===== src/rtl/cg_pkg.sv =====
package cg_pkg;
  parameter int unsigned CG_DEF_DOORS  = 4;
  parameter int unsigned CG_DEF_STAGES = 2;
endpackage


===== src/rtl/cg_sync.sv =====
module cg_sync #(
  parameter int unsigned WIDTH  = 1,
  parameter int unsigned STAGES = cg_pkg::CG_DEF_STAGES
) (
  input  logic             clk,
  input  logic [WIDTH-1:0] d_i,
  output logic [WIDTH-1:0] q_o
);
  logic [WIDTH-1:0] stg_q [STAGES];

  genvar gi;
  generate
    for (gi = 0; gi < STAGES; gi++) begin : g_stage
      if (gi == 0) begin : g_first
        always_ff @(posedge clk) stg_q[gi] <= d_i;
      end else begin : g_next
        always_ff @(posedge clk) stg_q[gi] <= stg_q[gi-1];
      end
    end
  endgenerate

  assign q_o = stg_q[STAGES-1];
endmodule


===== src/rtl/cg_rise_detect.sv =====
module cg_rise_detect (
  input  logic clk,
  input  logic rst,
  input  logic sig_i,
  output logic rise_o
);
  logic prev_q;

  always_ff @(posedge clk) prev_q <= sig_i;

  assign rise_o = sig_i & ~prev_q;

  AST_RISE_SINGLE: assert property (@(posedge clk) disable iff (rst)
    rise_o |=> !rise_o);
endmodule


===== src/rtl/cg_arm_latch.sv =====
module cg_arm_latch (
  input  logic clk,
  input  logic rst,
  input  logic fob_rise_i,
  input  logic door_any_i,
  output logic alarm_o
);
  logic armed_q, armed_d;
  logic alarm_q, alarm_d;

  always_comb begin
    armed_d = fob_rise_i ? ~armed_q : armed_q;
    alarm_d = armed_d & (alarm_q | door_any_i);
  end

  always_ff @(posedge clk) begin
    if (rst) begin
      armed_q <= 1'b0;
      alarm_q <= 1'b0;
    end else begin
      armed_q <= armed_d;
      alarm_q <= alarm_d;
    end
  end

  assign alarm_o = alarm_q;

  AST_ALARM_NEEDS_ARM: assert property (@(posedge clk) disable iff (rst)
    alarm_q |-> armed_q);
  AST_ARM_FLIPS: assert property (@(posedge clk) disable iff (rst)
    fob_rise_i |=> (armed_q != $past(armed_q)));
  AST_ARM_HOLDS: assert property (@(posedge clk) disable iff (rst)
    !fob_rise_i |=> $stable(armed_q));
  AST_DOOR_TRIGGERS: assert property (@(posedge clk) disable iff (rst)
    door_any_i |=> (armed_q -> alarm_q));
  AST_ALARM_STICKY: assert property (@(posedge clk) disable iff (rst)
    (alarm_q && !fob_rise_i) |=> alarm_q);
endmodule


===== src/rtl/cg_lamp.sv =====
module cg_lamp #(
  parameter int unsigned NUM_DOORS = cg_pkg::CG_DEF_DOORS
) (
  input  logic                 clk,
  input  logic                 rst,
  input  logic [NUM_DOORS-1:0] doors_i,
  input  logic                 sw_i,
  input  logic                 dark_i,
  output logic                 lamp_o
);
  logic lamp_q;

  always_ff @(posedge clk) lamp_q <= dark_i & ((|doors_i) | sw_i);

  assign lamp_o = lamp_q;

  AST_LAMP_NEEDS_DARK: assert property (@(posedge clk) disable iff (rst)
    !dark_i |=> !lamp_q);
  AST_LAMP_SWITCH_ON: assert property (@(posedge clk) disable iff (rst)
    (dark_i && sw_i) |=> lamp_q);
endmodule


===== src/rtl/car_guard_ctrl.sv =====
module car_guard_ctrl #(
  parameter int unsigned NUM_DOORS   = cg_pkg::CG_DEF_DOORS,
  parameter int unsigned SYNC_STAGES = cg_pkg::CG_DEF_STAGES
) (
  input  logic                 clk,
  input  logic                 rst,
  input  logic [NUM_DOORS-1:0] door_open_i,
  input  logic                 cabin_sw_i,
  input  logic                 dark_i,
  input  logic                 fob_i,
  output logic                 dome_lamp_o,
  output logic                 alarm_o
);
  localparam int unsigned IN_W    = NUM_DOORS + 3;
  localparam int unsigned SW_BIT  = NUM_DOORS;
  localparam int unsigned DRK_BIT = NUM_DOORS + 1;
  localparam int unsigned FOB_BIT = NUM_DOORS + 2;

  logic [IN_W-1:0] raw_in, syn_in;
  logic            fob_rise;

  assign raw_in = {fob_i, dark_i, cabin_sw_i, door_open_i};

  cg_sync #(.WIDTH(IN_W), .STAGES(SYNC_STAGES)) u_sync (
    .clk (clk),
    .d_i (raw_in),
    .q_o (syn_in)
  );

  cg_rise_detect u_fob_edge (
    .clk    (clk),
    .rst    (rst),
    .sig_i  (syn_in[FOB_BIT]),
    .rise_o (fob_rise)
  );

  cg_arm_latch u_guard (
    .clk        (clk),
    .rst        (rst),
    .fob_rise_i (fob_rise),
    .door_any_i (|syn_in[NUM_DOORS-1:0]),
    .alarm_o    (alarm_o)
  );

  cg_lamp #(.NUM_DOORS(NUM_DOORS)) u_lamp (
    .clk     (clk),
    .rst     (rst),
    .doors_i (syn_in[NUM_DOORS-1:0]),
    .sw_i    (syn_in[SW_BIT]),
    .dark_i  (syn_in[DRK_BIT]),
    .lamp_o  (dome_lamp_o)
  );
endmodule


===== config.mk =====
export PLATFORM = sky130hd
export DESIGN_NAME = car_guard_ctrl
export DESIGN_NICKNAME = d
export VERILOG_FILES = /design/src/rtl/cg_pkg.sv /design/src/rtl/cg_sync.sv /design/src/rtl/cg_rise_detect.sv /design/src/rtl/cg_arm_latch.sv /design/src/rtl/cg_lamp.sv /design/src/rtl/car_guard_ctrl.sv
export SDC_FILE = /design/constraint.sdc
export NUM_CORES = 1
export LEC_CHECK = 0
export ABC_AREA = 1
export BUFFER_PORTS_ARGS = -buffer_cell sky130_fd_sc_hd__buf_2
export CAP_MARGIN = 15
export CELL_PAD_IN_SITES_DETAIL_PLACEMENT = 0
export CELL_PAD_IN_SITES_GLOBAL_PLACEMENT = 1
export CORE_AREA = 5 5 42 44
export DETAILED_ROUTE_END_ITERATION = 16
export DIE_AREA = 0 0 47 49
export PLACE_DENSITY_LB_ADDON = 0.1
export SLEW_MARGIN = 0
export SYNTH_ARGS = -nofsm -noshare
export SYNTH_HDL_FRONTEND = slang
export SYNTH_SLANG_ARGS = --single-unit

===== constraint.sdc =====
create_clock -name clk -period 0.9 [get_ports clk]
set_clock_uncertainty 0.1 [all_clocks]
set_input_delay 0.09 -clock clk [delete_from_list [all_inputs] [get_ports clk]]
set_output_delay 0.09 -clock clk [all_outputs]
set_load 0.02 [all_outputs]

## Word level (Yosys, flattened, before mapping)

Memories as Yosys holds them, arrays and structs flattened.
Index checks and enable logic that the tools add are counted.

- Bits in latches: 0
- Input port bits: 9
- Register bits after elaboration: 4
- Logic and storage cells: 14
- Memories: 1
- Memory bits (read-only): 0
- RAM bits: 14

- Order comparisons: 0
- Divide/modulo/power cells: 0
- Shift-type cells: 0
- $add $sub $neg: 0
- Muxes and demuxes: 1
- Eq/ne operators: 0
- Multiply operators: 0
- Reduce and logical (&&, ||, !) cells: 1
- Bitwise gates (word level): 7

Memories:

| memory | depth | bits a word | read ports | clocked after Yosys merged registers in | write ports | RTL line | source |
|---|---|---|---|---|---|---|---|
| u_sync.stg_q | 2 | 7 | 2 | 0 | 2 | cg_sync.sv:9 | `logic [WIDTH-1:0] stg_q [STAGES];` |

Operators with widths:

| cell | number |
|---|---|
| 4-bit OR reduction | 1 |
| 1-bit bitwise AND | 3 |
| 1-bit inverter | 2 |
| 1-bit OR | 2 |
| 1-bit 2-to-1 mux | 1 |

## Longest topological paths before layout

- Word-level depth: 4
- Depth in mapped cells: 5
- Mapped depth without buffers: 5

## By module

Synthesis repeated with hierarchy kept, for this count alone.

- Cell total of the unflattened synthesis: 43
- Area, all modules: 490.5 um2

By module, submodules not included:

| module | cells an instance | area an instance (um2) | instances |
|---|---|---|---|
| cg_sync | 21 | 332.8 | 1 |
| cg_arm_latch | 9 | 72.6 | 1 |
| cg_lamp | 7 | 43.8 | 1 |
| cg_rise_detect | 3 | 30.0 | 1 |
| car_guard_ctrl | 3 | 11.3 | 1 |

## Worst setup path after synthesis

No wires, ideal clock.

- Path type: flip-flop to flip-flop
- Start: memory u_sync.stg_q[0][8] (netlist name)
- End: register u_guard.alarm_q (netlist: u_guard.alarm_o)
- Data arrival time: 0.567 ns
- Library setup time: 0.113 ns
- Data required time: 0.687 ns
- Cell stages (with the launch flop): 5
- Slack: 0.120 ns
- Path through: dfxtp_1 > nor2_1 > nand2_1 > nor2_1 > nor2_1

RTL lines:

| what | RTL line | source |
|---|---|---|
| start: declaration | cg_sync.sv:9 |  |
| end signal: assignment | cg_arm_latch.sv:22 | `alarm_q <= alarm_d;` |
| end: declaration | cg_arm_latch.sv:9 | `logic alarm_q, alarm_d;` |

## Final worst setup path

- Start: register u_guard.alarm_q (netlist: u_guard.alarm_o)
- End: output port alarm_o

RTL lines:

| what | RTL line | source |
|---|---|---|
| end: declaration | car_guard_ctrl.sv:12 | `output logic alarm_o` |

No word-level cell between the ends.

==> flow_summary.yaml <==
power:
  seqPwrFrac: 0.656
  power_density_nw_per_um2: 2070
  pwr-share-clk: 0.278
  p_comb_frac: 0.066
  p_switching_mw: 0.251
  swShare: 0.192
  p_leak_nw: 0.301
  p_total_mw: 1.31
  power.internal_mw: 1.05
  vdd_ir_drop_max_mv: 1.21
yosys:
  yosysUniqueCellTypes: 7
  synth_seq_area_share: 0.835
  synth.ff_latch_count: 18
  yosysWarnings: 0
  yosysTopAreaCell: "dfxtp_1"
  syn_inst: 34
  yosys.area.top_type_share: 0.835
  syn-num-nets: 43
  synth_area_leaders: "dfxtp_1 83%, inv_1 4.3%, nand2_1 3.5%"
  syn-cell-area_um2: 432
  syn_area_per_cell_um2: 12.7
critical_path:
  reg2reg_depth: 4
  start_kind: "flip-flop"
  cp_max_fo: 2
  cp-end-kind: "output port"
  worstPathArrival_ns: 0.73
  cp_cell_sequence: "buf_6"
  crit_type: "flip-flop to output port"
  cp.required_ns: 0.71
  critical_path_cell_count: 1
  critPathBufInv: 1
  slowest_stage: "dfxtp_2"
  rrSetupSlack_ns: 0.09
  critical_path.max_stage_delay_ns: 0.33
  r2r-end: "u_guard.alarm_o"
  r2r_start: "u_sync.stg_q[0][8]"
  critical_path.top_delay_family: "flip-flops"
sta:
  max_freq_mhz: 1090
  rsz0062_at_grt: "true"
  maxSlewViolCount: 0
  min_period_ns: 0.917
  timing.final.ws_setup_ns: -0.0172
  slew_headroom: 0.936
  hold_viol: 0
  setup-tns-final_ns: -0.0255
  worstMarginPinSlew_ns: 0.0958
  hold_ws_ns: 0.233
  report.final.setup_viol: 2
  finalCritPeriodShare: 1.02
flow_run:
  cap_violations: 0
clock_network:
  cts.path.max_buffers: 2
  cts_tree: "built"
  cts-root-buf: "clkbuf_4"
  cts_sinks: 18
  cts_htree_levels: 1
  cts_buffers: 3
  clk_latency_ns: 0.27
  path_clk_slew_ns: 0.09
layout:
  drive_gt1_frac: 0.339
  multiInputGateArea_um2: 57.6
  fillers: 150
  nets: 67
  antenna_cells: 0
  syn2layout_area_growth_pct: 46.4
  final_cell_mix: "16 x dfxtp_1, 8 x dlygate4sd3_1, 8 x buf_2"
  final_common_cell: "dfxtp_1"
  ff_latch_area_um2: 363
floorplanning:
  io_pins: 11
  start_util: 0.308
  die_x_um: 47
  rows: 14
  fp.dieH_um: 49
  dieArea_um2: 2300
  core_um2: 1400
routing:
  routedWlPerCell_um: 7.29
  drcViolationCount: 0
  vias: 266
  wirelength_um: 525
  drt_iter0_drc: 1
  via_per_inst: 3.69
  drt-pass1-iter-count: 2
  detail-route-antenna-nets: 0
hold_path:
  holdPathEnd: "u_sync.stg_q[0][13]"
  hold_class: "flip-flop to flip-flop"
  holdCritStartpoint: "u_sync.stg_q[0][6]"
  holdPathStages: 0
run_status:
  outcome: "complete, but fails checks"
  violations: "negative setup slack"
grt:
  grt_antenna_before_repair: 0
  grt_max_degree: 10
  grt_pass1_wl_um: 786
  grt_use_total: 0.0496
  overflow: 0
  grt_pass1_vias: 223
placement:
  io_buffers: 10
  routabilityCongestion: 0.613
area by class of cell:
type | instances | area share
clock buffers | 3 | 0.0356
repair buffers | 19 | 0.238
well taps | 16 | 0.0317
multi-input cells | 11 | 0.0911
inverters | 5 | 0.0297
flip-flops and latches | 18 | 0.574
per-stage QoR:
step	std cells	area [µm²]	worst slack [ns]	utilization
6_report	72	632	-0.0172	0.451
5_1_grt	72	632	-0.0458	0.451
4_1_cts	72	627	-0.0321	0.447
3_5_place_dp	60	502	0.0713	0.358
3_3_place_gp	60	502	0.0751	0.358
2_1_floorplan	34	432	0.120	-
state kept, by name (all words and copies together) (netlist names):
name and flops:
u_lamp.lamp_o 1, u_guard.armed_q 1, u_sync.stg_q 14, u_guard.alarm_o 1, u_fob_edge.prev_q 1
power by group through the flow:
| stage | sequential [mW] | combinational [mW] | clock (mW) |
|---|---|---|---|
| CTS | 0.855 | 0.0871 | 0.386 |
| global placement | 0.870 | 0.0485 | 0 |
| detailed placement | 0.872 | 0.0497 | 0 |
| floorplan | 0.876 | 0.0182 | 0 |
| finish | 0.857 | 0.0865 | 0.363 |
| global route | 0.861 | 0.0963 | 0.406 |
cells by family after synthesis:
kind of cell / after synthesis / synth area share
DFF: 18 / 0.835
and+or+nand+nor: 11 / 0.122
buffers and inverters: 5 / 0.0435
worst register-to-register path: stages, from the launching register on:
cell and delay, ns:
dfxtp_1 0.32, nor2_2 0.12, nand2_1 0.06, nor2_1 0.08, nor2_1 0.05
layer usage:
metal | wire length, µm | global-route usage | part of all wire | vias to the layer above
met1 | 228 | 0.0517 | 0.43 | 111
met3 | 54 | 0.0221 | 0.10 | 0
met4 | 0 | 0.0415 | 0 | 0
li1 | - | - | - | 146
met5 | 0 | 0 | 0 | -
met2 | 242 | 0.0724 | 0.46 | 9
cell usage after synthesis:
cell	instances
dfxtp_1	18
inv_1	5
nand2_1	4
nor2_1	4
nand3_1	1
nand3_2	1
nand3b_1	1
worst max-delay path by stage:
stage | start | endpoint | slack (ns)
global placement | u_sync.stg_q[0][8] | u_guard.alarm_o | 0.08
CTS | u_guard.alarm_o | alarm_o | -0.03
detailed placement | u_sync.stg_q[0][8] | u_guard.alarm_o | 0.07
floorplan | u_sync.stg_q[0][8] | u_guard.alarm_o | 0.12
finish | u_guard.alarm_o | alarm_o | -0.02
global route | u_guard.alarm_o | alarm_o | -0.05
repair_timing:
action | in CTS | in global routing
endpoints found under the hold margin | 9 | 0
gates resized for setup | 6 | 2
cloned | 0 | 0
endpoints found under the setup margin | 2 | 4
hold buffers | 8 | 0
setup buffers | 1 | 0
Note: power is estimated with default switching activity, not from simulation.
